===== src/rtl/tas_pkg.sv =====
package tas_pkg;
  typedef enum logic [1:0] {
    RES_OK     = 2'd0,
    RES_HELD   = 2'd1,
    RES_BUSERR = 2'd2
  } tas_result_e;

  typedef enum logic [1:0] {
    SQ_IDLE  = 2'd0,
    SQ_REQ   = 2'd1,
    SQ_READ  = 2'd2,
    SQ_WRITE = 2'd3
  } tas_state_e;

  localparam logic KIND_SET   = 1'b0;
  localparam logic KIND_CLEAR = 1'b1;
endpackage


===== src/rtl/tas_req_latch.sv =====
module tas_req_latch #(
  parameter int AW = 16
) (
  input  logic          clk,
  input  logic          rst,
  input  logic          op_valid,
  input  logic          op_kind,
  input  logic [AW-1:0] op_addr,
  input  logic          fin_evt,
  output logic          accept,
  output logic          busy,
  output logic          kind_q,
  output logic [AW-1:0] addr_q
);
  assign accept = op_valid && !busy;

  always_ff @(posedge clk) begin
    if (rst) begin
      busy   <= 1'b0;
      kind_q <= 1'b0;
      addr_q <= '0;
    end else if (accept) begin
      busy   <= 1'b1;
      kind_q <= op_kind;
      addr_q <= op_addr;
    end else if (fin_evt) begin
      busy   <= 1'b0;
    end
  end
endmodule


===== src/rtl/tas_seq_fsm.sv =====
module tas_seq_fsm
  import tas_pkg::*;
#(
  parameter int          AW              = 16,
  parameter int          DW              = 8,
  parameter int          LOCK_BIT        = 7,
  parameter logic [DW-1:0] UNLOCK_VAL    = '0,
  parameter bit          SET_KEEP_OTHERS = 1'b1
) (
  input  logic          clk,
  input  logic          rst,
  input  logic          accept,
  input  logic          kind_q,
  input  logic [AW-1:0] addr_q,
  input  logic          bus_grant,
  input  logic          bus_ack,
  input  logic          bus_err,
  input  logic [DW-1:0] bus_rdata,
  output logic          bus_req,
  output logic          bus_cyc,
  output logic          bus_we,
  output logic [AW-1:0] bus_addr,
  output logic [DW-1:0] bus_wdata,
  output logic          bus_nocache,
  output logic          fin_evt,
  output tas_result_e   fin_code
);
  localparam logic [DW-1:0] LOCK_MASK = DW'(1) << LOCK_BIT;

  tas_state_e   state;
  logic [DW-1:0] set_value;
  logic          word_held;

  assign word_held = bus_rdata[LOCK_BIT];

  generate
    if (SET_KEEP_OTHERS) begin : g_keep
      assign set_value = bus_rdata | LOCK_MASK;
    end else begin : g_mask_only
      assign set_value = LOCK_MASK;
    end
  endgenerate

  always_comb begin
    fin_evt  = 1'b0;
    fin_code = RES_OK;
    case (state)
      SQ_READ: begin
        if (bus_err) begin
          fin_evt  = 1'b1;
          fin_code = RES_BUSERR;
        end else if (bus_ack && word_held) begin
          fin_evt  = 1'b1;
          fin_code = RES_HELD;
        end
      end
      SQ_WRITE: begin
        if (bus_err) begin
          fin_evt  = 1'b1;
          fin_code = RES_BUSERR;
        end else if (bus_ack) begin
          fin_evt  = 1'b1;
          fin_code = RES_OK;
        end
      end
      default: ;
    endcase
  end

  always_ff @(posedge clk) begin
    if (rst) begin
      state       <= SQ_IDLE;
      bus_req     <= 1'b0;
      bus_cyc     <= 1'b0;
      bus_we      <= 1'b0;
      bus_addr    <= '0;
      bus_wdata   <= '0;
      bus_nocache <= 1'b0;
    end else begin
      case (state)
        SQ_IDLE: begin
          if (accept) begin
            state   <= SQ_REQ;
            bus_req <= 1'b1;
          end
        end
        SQ_REQ: begin
          if (bus_grant) begin
            bus_cyc     <= 1'b1;
            bus_nocache <= 1'b1;
            bus_addr    <= addr_q;
            if (kind_q == KIND_CLEAR) begin
              state     <= SQ_WRITE;
              bus_we    <= 1'b1;
              bus_wdata <= UNLOCK_VAL;
            end else begin
              state     <= SQ_READ;
              bus_we    <= 1'b0;
            end
          end
        end
        SQ_READ: begin
          if (fin_evt) begin
            state       <= SQ_IDLE;
            bus_req     <= 1'b0;
            bus_cyc     <= 1'b0;
            bus_nocache <= 1'b0;
          end else if (bus_ack) begin
            state     <= SQ_WRITE;
            bus_we    <= 1'b1;
            bus_wdata <= set_value;
          end
        end
        SQ_WRITE: begin
          if (fin_evt) begin
            state       <= SQ_IDLE;
            bus_req     <= 1'b0;
            bus_cyc     <= 1'b0;
            bus_we      <= 1'b0;
            bus_nocache <= 1'b0;
          end
        end
        default: state <= SQ_IDLE;
      endcase
    end
  end
endmodule


===== src/rtl/tas_result_reg.sv =====
module tas_result_reg
  import tas_pkg::*;
(
  input  logic        clk,
  input  logic        rst,
  input  logic        fin_evt,
  input  tas_result_e fin_code,
  output logic        done,
  output logic [1:0]  result
);
  always_ff @(posedge clk) begin
    if (rst) begin
      done   <= 1'b0;
      result <= 2'd0;
    end else begin
      done <= fin_evt;
      if (fin_evt) result <= fin_code;
    end
  end
endmodule


===== src/rtl/tas_lock_seq.sv =====
module tas_lock_seq
  import tas_pkg::*;
#(
  parameter int            AW              = 16,
  parameter int            DW              = 8,
  parameter int            LOCK_BIT        = 7,
  parameter logic [DW-1:0] UNLOCK_VAL      = '0,
  parameter bit            SET_KEEP_OTHERS = 1'b1
) (
  input  logic          clk,
  input  logic          rst,
  input  logic          op_valid,
  input  logic          op_kind,
  input  logic [AW-1:0] op_addr,
  output logic          busy,
  output logic          done,
  output logic [1:0]    result,
  output logic          bus_req,
  input  logic          bus_grant,
  output logic          bus_cyc,
  output logic          bus_we,
  output logic [AW-1:0] bus_addr,
  output logic [DW-1:0] bus_wdata,
  output logic          bus_nocache,
  input  logic [DW-1:0] bus_rdata,
  input  logic          bus_ack,
  input  logic          bus_err
);
  logic          accept;
  logic          kind_q;
  logic [AW-1:0] addr_q;
  logic          fin_evt;
  tas_result_e   fin_code;

  tas_req_latch #(.AW(AW)) u_latch (
    .clk(clk), .rst(rst), .op_valid(op_valid), .op_kind(op_kind),
    .op_addr(op_addr), .fin_evt(fin_evt), .accept(accept), .busy(busy),
    .kind_q(kind_q), .addr_q(addr_q)
  );

  tas_seq_fsm #(
    .AW(AW), .DW(DW), .LOCK_BIT(LOCK_BIT), .UNLOCK_VAL(UNLOCK_VAL),
    .SET_KEEP_OTHERS(SET_KEEP_OTHERS)
  ) u_fsm (
    .clk(clk), .rst(rst), .accept(accept), .kind_q(kind_q), .addr_q(addr_q),
    .bus_grant(bus_grant), .bus_ack(bus_ack), .bus_err(bus_err),
    .bus_rdata(bus_rdata), .bus_req(bus_req), .bus_cyc(bus_cyc),
    .bus_we(bus_we), .bus_addr(bus_addr), .bus_wdata(bus_wdata),
    .bus_nocache(bus_nocache), .fin_evt(fin_evt), .fin_code(fin_code)
  );

  tas_result_reg u_res (
    .clk(clk), .rst(rst), .fin_evt(fin_evt), .fin_code(fin_code),
    .done(done), .result(result)
  );
endmodule


===== config.mk =====
export PLATFORM = sky130hd
export DESIGN_NAME = tas_lock_seq
export DESIGN_NICKNAME = d
export VERILOG_FILES = /design/src/rtl/tas_pkg.sv /design/src/rtl/tas_req_latch.sv /design/src/rtl/tas_seq_fsm.sv /design/src/rtl/tas_result_reg.sv /design/src/rtl/tas_lock_seq.sv
export SDC_FILE = /design/constraint.sdc
export NUM_CORES = 1
export LEC_CHECK = 0
export ABC_AREA = 1
export ABC_CLOCK_PERIOD_IN_PS = 1700
export BUFFER_PORTS_ARGS = -buffer_cell sky130_fd_sc_hd__buf_2
export CORE_AREA = 2 2 65 67
export CTS_BUF_LIST = sky130_fd_sc_hd__clkbuf_8
export DETAILED_ROUTE_END_ITERATION = 6
export DIE_AREA = 0 0 67 69
export PLACE_DENSITY = 0.78
export SLEW_MARGIN = 10
export SYNTH_ARGS = -nofsm -noshare
export SYNTH_HDL_FRONTEND = slang
export SYNTH_SLANG_ARGS = --single-unit
export TNS_END_PERCENT = 20

===== constraint.sdc =====
create_clock -name clk -period 1.7 [get_ports clk]
set_input_delay 0 -clock clk [delete_from_list [all_inputs] [get_ports clk]]
set_output_delay 0 -clock clk [all_outputs]
set_load 0.01 [all_outputs]

### Word level (Yosys, flattened, before mapping)

Cells that the tools add are included.
W data, S select, Z words.

| cells by class | value |
|---|---|
| add/sub/neg operators | 0 |
| equality and inequality tests | 11 |
| multiplexer cells | 32 |
| reductions and logical operators | 16 |
| shift operators | 0 |
| $lt $le $gt $ge | 0 |
| $mul | 0 |
| divide/modulo/power cells | 0 |
| bitwise logic cells | 0 |

Operator list:

| kind | number |
|---|---|
| $mux W8 | 4 |
| $pmux W8 S2 | 1 |
| $mux W1 | 14 |
| $mux W2 | 7 |
| $ne A2 B2 Y1 const B | 5 |
| $reduce_and A5 Y1 | 2 |
| $pmux W2 S4 | 1 |
| $reduce_bool A2 Y1 | 4 |
| $pmux W1 S2 | 3 |
| $reduce_and A3 Y1 | 2 |
| $eq A2 B2 Y1 const B | 2 |
| $ne A2 B1 Y1 const B | 2 |
| $pmux W2 S2 | 1 |
| $reduce_and A4 Y1 | 1 |
| $ne A3 B2 Y1 const B | 1 |
| $pmux W1 S3 | 1 |
| $reduce_bool A3 Y1 | 1 |
| $eq A2 B1 Y1 const B | 1 |
| $logic_and A1 B1 Y1 | 2 |
| $logic_not A2 Y1 | 1 |
| $reduce_and A2 Y1 | 1 |
| $reduce_or A2 Y1 | 1 |
| $logic_not A1 Y1 | 1 |

| storage, ports and cells | value |
|---|---|
| input port bits | 31 |
| memory bits (read-only) | 0 |
| register bits | 50 |
| bits in writable memories | 0 |
| word-level logic and storage cells | 70 |
| output and inout port bits | 32 |
| bits in latches | 0 |
| memories kept | 0 |

### Longest topological paths before layout

| depth | value |
|---|---|
| depth after elaboration | 6 |
| mapped depth | 10 |

### Hierarchy

Synthesis repeated with hierarchy kept, for this count alone.

| unflattened totals | value |
|---|---|
| cells, all modules | 311 |
| area total of the unflattened synthesis | 2233.4 um2 |

By module, submodules not included:

| module | instances | area each (um2) | cells each | sequential area each (um2) |
|---|---|---|---|---|
| tas_seq_fsm | 1 | 1347.5 | 179 | 580.6 |
| tas_req_latch | 1 | 777.0 | 116 | 360.3 |
| tas_result_reg | 1 | 108.9 | 16 | 60.1 |

### Worst setup path before layout

No wires, ideal clock.

| timing path | value |
|---|---|
| path kind | reg2reg |
| start point | register u_fsm.state[0] |
| end point | register u_fsm.bus_wdata[1] |
| stages on the path, launching flop included | 10 |
| library setup time | 0.139 ns |
| clock period less this slack | 1.189 ns |
| data arrival time | 1.049 ns |
| data required time | 1.561 ns |
| path slack | 0.511 ns |
| path through | dfxtp_1 > buf_4 > inv_2 > nand2_1 > nand2_2 > nand2_4 > nand2_2 > nand3_4 > nand2_2 > a21oi_2 |

| on the way | value |
|---|---|
| word-level cells in the longest chain between the ends | 4 |
| elaborated cells on any way between the ends | 11 |

RTL lines:

| what | RTL line | source |
|---|---|---|
| start: declaration | tas_seq_fsm.sv:30 | `tas_state_e state;` |
| start signal: assignment | tas_seq_fsm.sv:72 | `state <= SQ_IDLE;` |
| start signal: assignment | tas_seq_fsm.sv:83 | `state <= SQ_REQ;` |
| start signal: assignment | tas_seq_fsm.sv:93 | `state <= SQ_WRITE;` |
| $eq A2 B2 Y1 (on tied branches) | tas_seq_fsm.sv:47, tas_seq_fsm.sv:80 |  |
| $pmux W1 S2 | tas_seq_fsm.sv:47 | `case (state)` |
| $ne A2 B2 Y1 (no source line) | -- |  |
| $reduce_and A5 Y1 (no source line) | -- |  |
| end signal: assignment | tas_seq_fsm.sv:111 | `bus_wdata <= set_value;` |
| end: declaration | tas_seq_fsm.sv:23 | `output logic [DW-1:0] bus_wdata,` |

Parallel ways exist; a longest one is shown, timed or not.
A chain may end at the register's enable or synchronous reset.

### Final worst setup path

| timing path | value |
|---|---|
| start point | register u_fsm.state[1] |
| end point | register u_res.result[0] |

| on the way | value |
|---|---|
| word-level cells in the longest chain between the ends | 2 |
| elaborated cells on any way between the ends | 4 |

RTL lines:

| what | RTL line | source |
|---|---|---|
| $eq A2 B2 Y1 | tas_seq_fsm.sv:47 |  |
| $pmux W2 S2 or $pmux W1 S2 (tied branches) | tas_seq_fsm.sv:47 |  |
| end signal: assignment | tas_result_reg.sv:17 | `if (fin_evt) result <= fin_code;` |
| end: declaration | tas_result_reg.sv:9 | `output logic [1:0] result` |

Parallel ways exist; a longest one is shown, timed or not.

==> impl_summary.txt <==
----------------------------------------------------
[Clock tree]
  H-tree levels ... 2
  Post-CTS Setup Inserts ... 0
  Buffer levels on the longest clock path ... 2
  Number of buffers inserted during clock tree synthesis ... 5
  Cts hold-fix bufs ... 26
  Clk pin slew, worst setup/hold paths ... 0.09 ns
  TritonCTS clock tree ... yes
  Root cell of the clock tree ... clkbuf_8
  Clock Sinks ... 50
  Total of cells resized after clock tree synthesis ... 0
  Clock latency at the later pin of the worst-skew pair ... 0.30 ns

[Floorplan]
  Starting Density ... 50.7%
  Width of the die ... 67 um
  Core region area ... 0.00391 mm2
  Die Height ... 69 um
  Number of top-level pins ... 63
  Die area ... 0.00462 mm2
  Number of placement rows ... 23

[Finish]
  Final Net Count ... 366
  Area growth from synthesis to layout ... 34.2%
  Fraction of final layout cells sized beyond drive strength 1 ... 31.3%
  Number of filler cells placed in the layout ... 339
  Antenna cells ... 0
  Final core utilization ... 68.1%

[Detailed routing]
  Count of routing violations after the opening detailed-route iteration ... 146
  Via/cell ratio ... 4.83
  Routed via count ... 1863
  Remaining routing DRC violations ... 0
  Total routed wirelength ... 4350 um
  Routed len/inst ... 11.3 um
  Initial DRT Pass Iterations ... 4
  Post-detailed-route count of antenna-violating nets ... 0

[Power]
  Max IR drop VDD ... 0.682 mV
  Logic pwr share ... 34.2%
  Net switching power ... 1.24 mW
  Clock network fraction of total power ... 21.0%
  Sequential Power Share ... 44.8%
  Internal power summed over all cells ... 2.15 mW
  Pleak ... 1.20 nW
  Fraction of power spent switching nets ... 36.5%
  Areal power density over the cells ... 1270 mW/mm2

[Yosys]
  Post-synthesis instance total ... 251
  Share of the synthesized area in the top cell type ... 50.4%
  Async set-or-reset flop fraction in the synthesized netlist ... 0%
  Synth unique cells ... 21
  Post-synth top area cell ... dfxtp_1
  Net count after synthesis ... 282
  Most frequent cells after synthesis ... dfxtp_1 (50), nor2_1 (41), a21oi_1 (23), inv_1 (23), nand2_1 (19)
  Yosys warning total ... 0
  Post-Synthesis Mean Instance Area ... 7.91 um2
  Register area share after synthesis ... 50.4%
  Flip-flop cell with the highest count after synthesis ... dfxtp_1
  Register bit count reported by yosys ... 50
  Main area contributors after synthesis ... dfxtp_1 (50%), nor2_1 (7.8%), a21oi_1 (5.8%)
  Number of flops mapped to enable cells by yosys ... 0
  Cell Area, Synth ... 0.00199 mm2
  Most repeated cell in the gate-level netlist after synthesis ... dfxtp_1

[Worst hold path]
  Classification of the worst-slack hold path ... primary input to flop

[Placement]
  Placer's final routability congestion estimate ... 0.804
  Port-buffer cells ... 62
  Total half-perimeter wirelength after legalization and detailed placement ... 2840 um

[Worst setup path]
  Worst Setup Start Kind ... flop
  Crit path required time ... 1.93 ns
  Critical path capture point type ... flop
  Top fanout value on the critical path ... 7
  Worst endpoint data arrival time ... 1.77 ns
  Worst Path Class, Setup ... flop to flop

[STA]
  Sum of negative setup slack ... 0 ns
  Fmax achieved ... 650 MHz
  Final Cycle Share ... 90.5%
  Setup Viol. Count Final ... 0
  Slew @ Worst Pin ... 0.472 ns
  Unrepaired setup endpoints after global routing ... false
  Max Transition Viols Final ... 0
  Final hold violations ... 0
  Slew HR ... 68.5%
  Fin Clk Skew ... 0.00641 ns
  Worst hold slack across all endpoints ... 0.0572 ns
  Time the final worst path needs with I/O delays and setup ... 1.54 ns

[GRT]
  First-pass GRT wire length ... 7460 um
  Number of antenna violations at the first check in global routing ... 0
  Pin count of the biggest net entering global routing ... 36
  Total grt overflow ... 0
  Number of global-route vias before repair ... 1753
  Total global-route track usage ... 20.5%

[Flow run]
  Number of max-capacitance violations reported ... 0

[Outcome]
  Result of the run ... finished clean

----------------------------------------------------
[power groups by stage]
stage | clock network (mW) | registers (mW) | logic (mW)
detailed placement | 0 | 1.55 | 1.10
global route | 0.782 | 1.55 | 1.30
global placement | 0 | 1.54 | 1.08
floorplan | 0 | 1.58 | 0.764
CTS | 0.729 | 1.52 | 1.15
finish | 0.712 | 1.52 | 1.16
[flip-flops by register name, summed over array words and instances, names as in the netlist]
name / cells
u_fsm.bus_addr: 16
u_fsm.bus_cyc: 1
u_fsm.bus_req: 1
u_fsm.bus_wdata: 8
u_fsm.bus_we: 1
u_fsm.state: 2
u_latch.addr_q: 16
u_latch.busy: 1
u_latch.kind_q: 1
u_res.done: 1
u_res.result: 2
[metal layers]
| metal | up-vias | GRT usage, % | part of all wire (%) |
|---|---|---|---|
| met5 | - | 0 | 0 |
| met4 | 0 | 6.35 | 0.71 |
| met3 | 4 | 5.71 | 5.6 |
| met2 | 50 | 34.2 | 49 |
| met1 | 840 | 25.3 | 44 |
| li1 | 969 | - | - |
[path summary, 6_finish.rpt]
kind                                       start                        endpoint  slack (ns)  cells past startpoint
setup / recovery     u_fsm.state[1]$_SDFFE_PP0P_    u_res.result[0]$_SDFFE_PP0P_        0.16                      5
hold / removal                           bus_err    u_res.result[1]$_SDFFE_PP0P_        0.06                      3
setup reg to reg     u_fsm.state[1]$_SDFFE_PP0P_    u_res.result[0]$_SDFFE_PP0P_        0.16                      5
hold reg to reg   u_fsm.bus_addr[5]$_SDFFE_PP0P_  u_fsm.bus_addr[5]$_SDFFE_PP0P_        0.45                      2
[kinds of logic after synthesis]
logic type | Yosys count | synth area share, %
simple gates | 91 | 22.4
compound gates | 66 | 18.1
flops | 50 | 50.4
buf+inv | 44 | 9.07
[placed cells by master, fill, tap and decap left out]
cell type      instances
clkbuf_8               6
nor2_4                 3
inv_1                 23
nor3_1                 1
nand2_2               12
nand2_1               19
nand3_1                8
clkinv_2               1
a21oi_2                8
nor2_1                41
inv_2                  7
dfxtp_1               50
buf_4                  2
o21ai_0               18
clkinvlp_4             1
nand3b_2               1
o21ai_1               17
clkinv_1               1
nand2_4                1
nand3_4                1
nand4_1                4
a21oi_1               23
buf_2                 62
dlygate4sd3_1         26
[metrics by stage]
step                setup WS, ns  area, um2  instances  power, mW
floorplan                  0.511       1990        251       2.35
global placement           0.436       2310        352       2.62
detailed placement         0.362       2310        352       2.65
CTS                        0.170       2670        386       3.40
global route              0.0616       2670        386       3.63
finish                     0.161       2670        386       3.39
[critical path, stage by stage (launching register included)]
cell,delay (ns)
dfxtp_1,0.45
inv_2,0.11
nor2_4,0.13
nand4_1,0.09
dlygate4sd3_1,0.57
a21oi_1,0.14
[cell type report]
cell class                 count  area (um2)  share of cell area, %
clock buffer                   6        82.6                   3.10
sequential                    50        1000                   37.6
multi-input combinational    157         805                   30.2
clock inverter                 2        12.5                  0.469
timing repair buffer          90         586                   22.0
tap                           50        62.6                   2.35
inverter                      31         116                   4.37
Note: power is estimated with default switching activity, not from simulation.
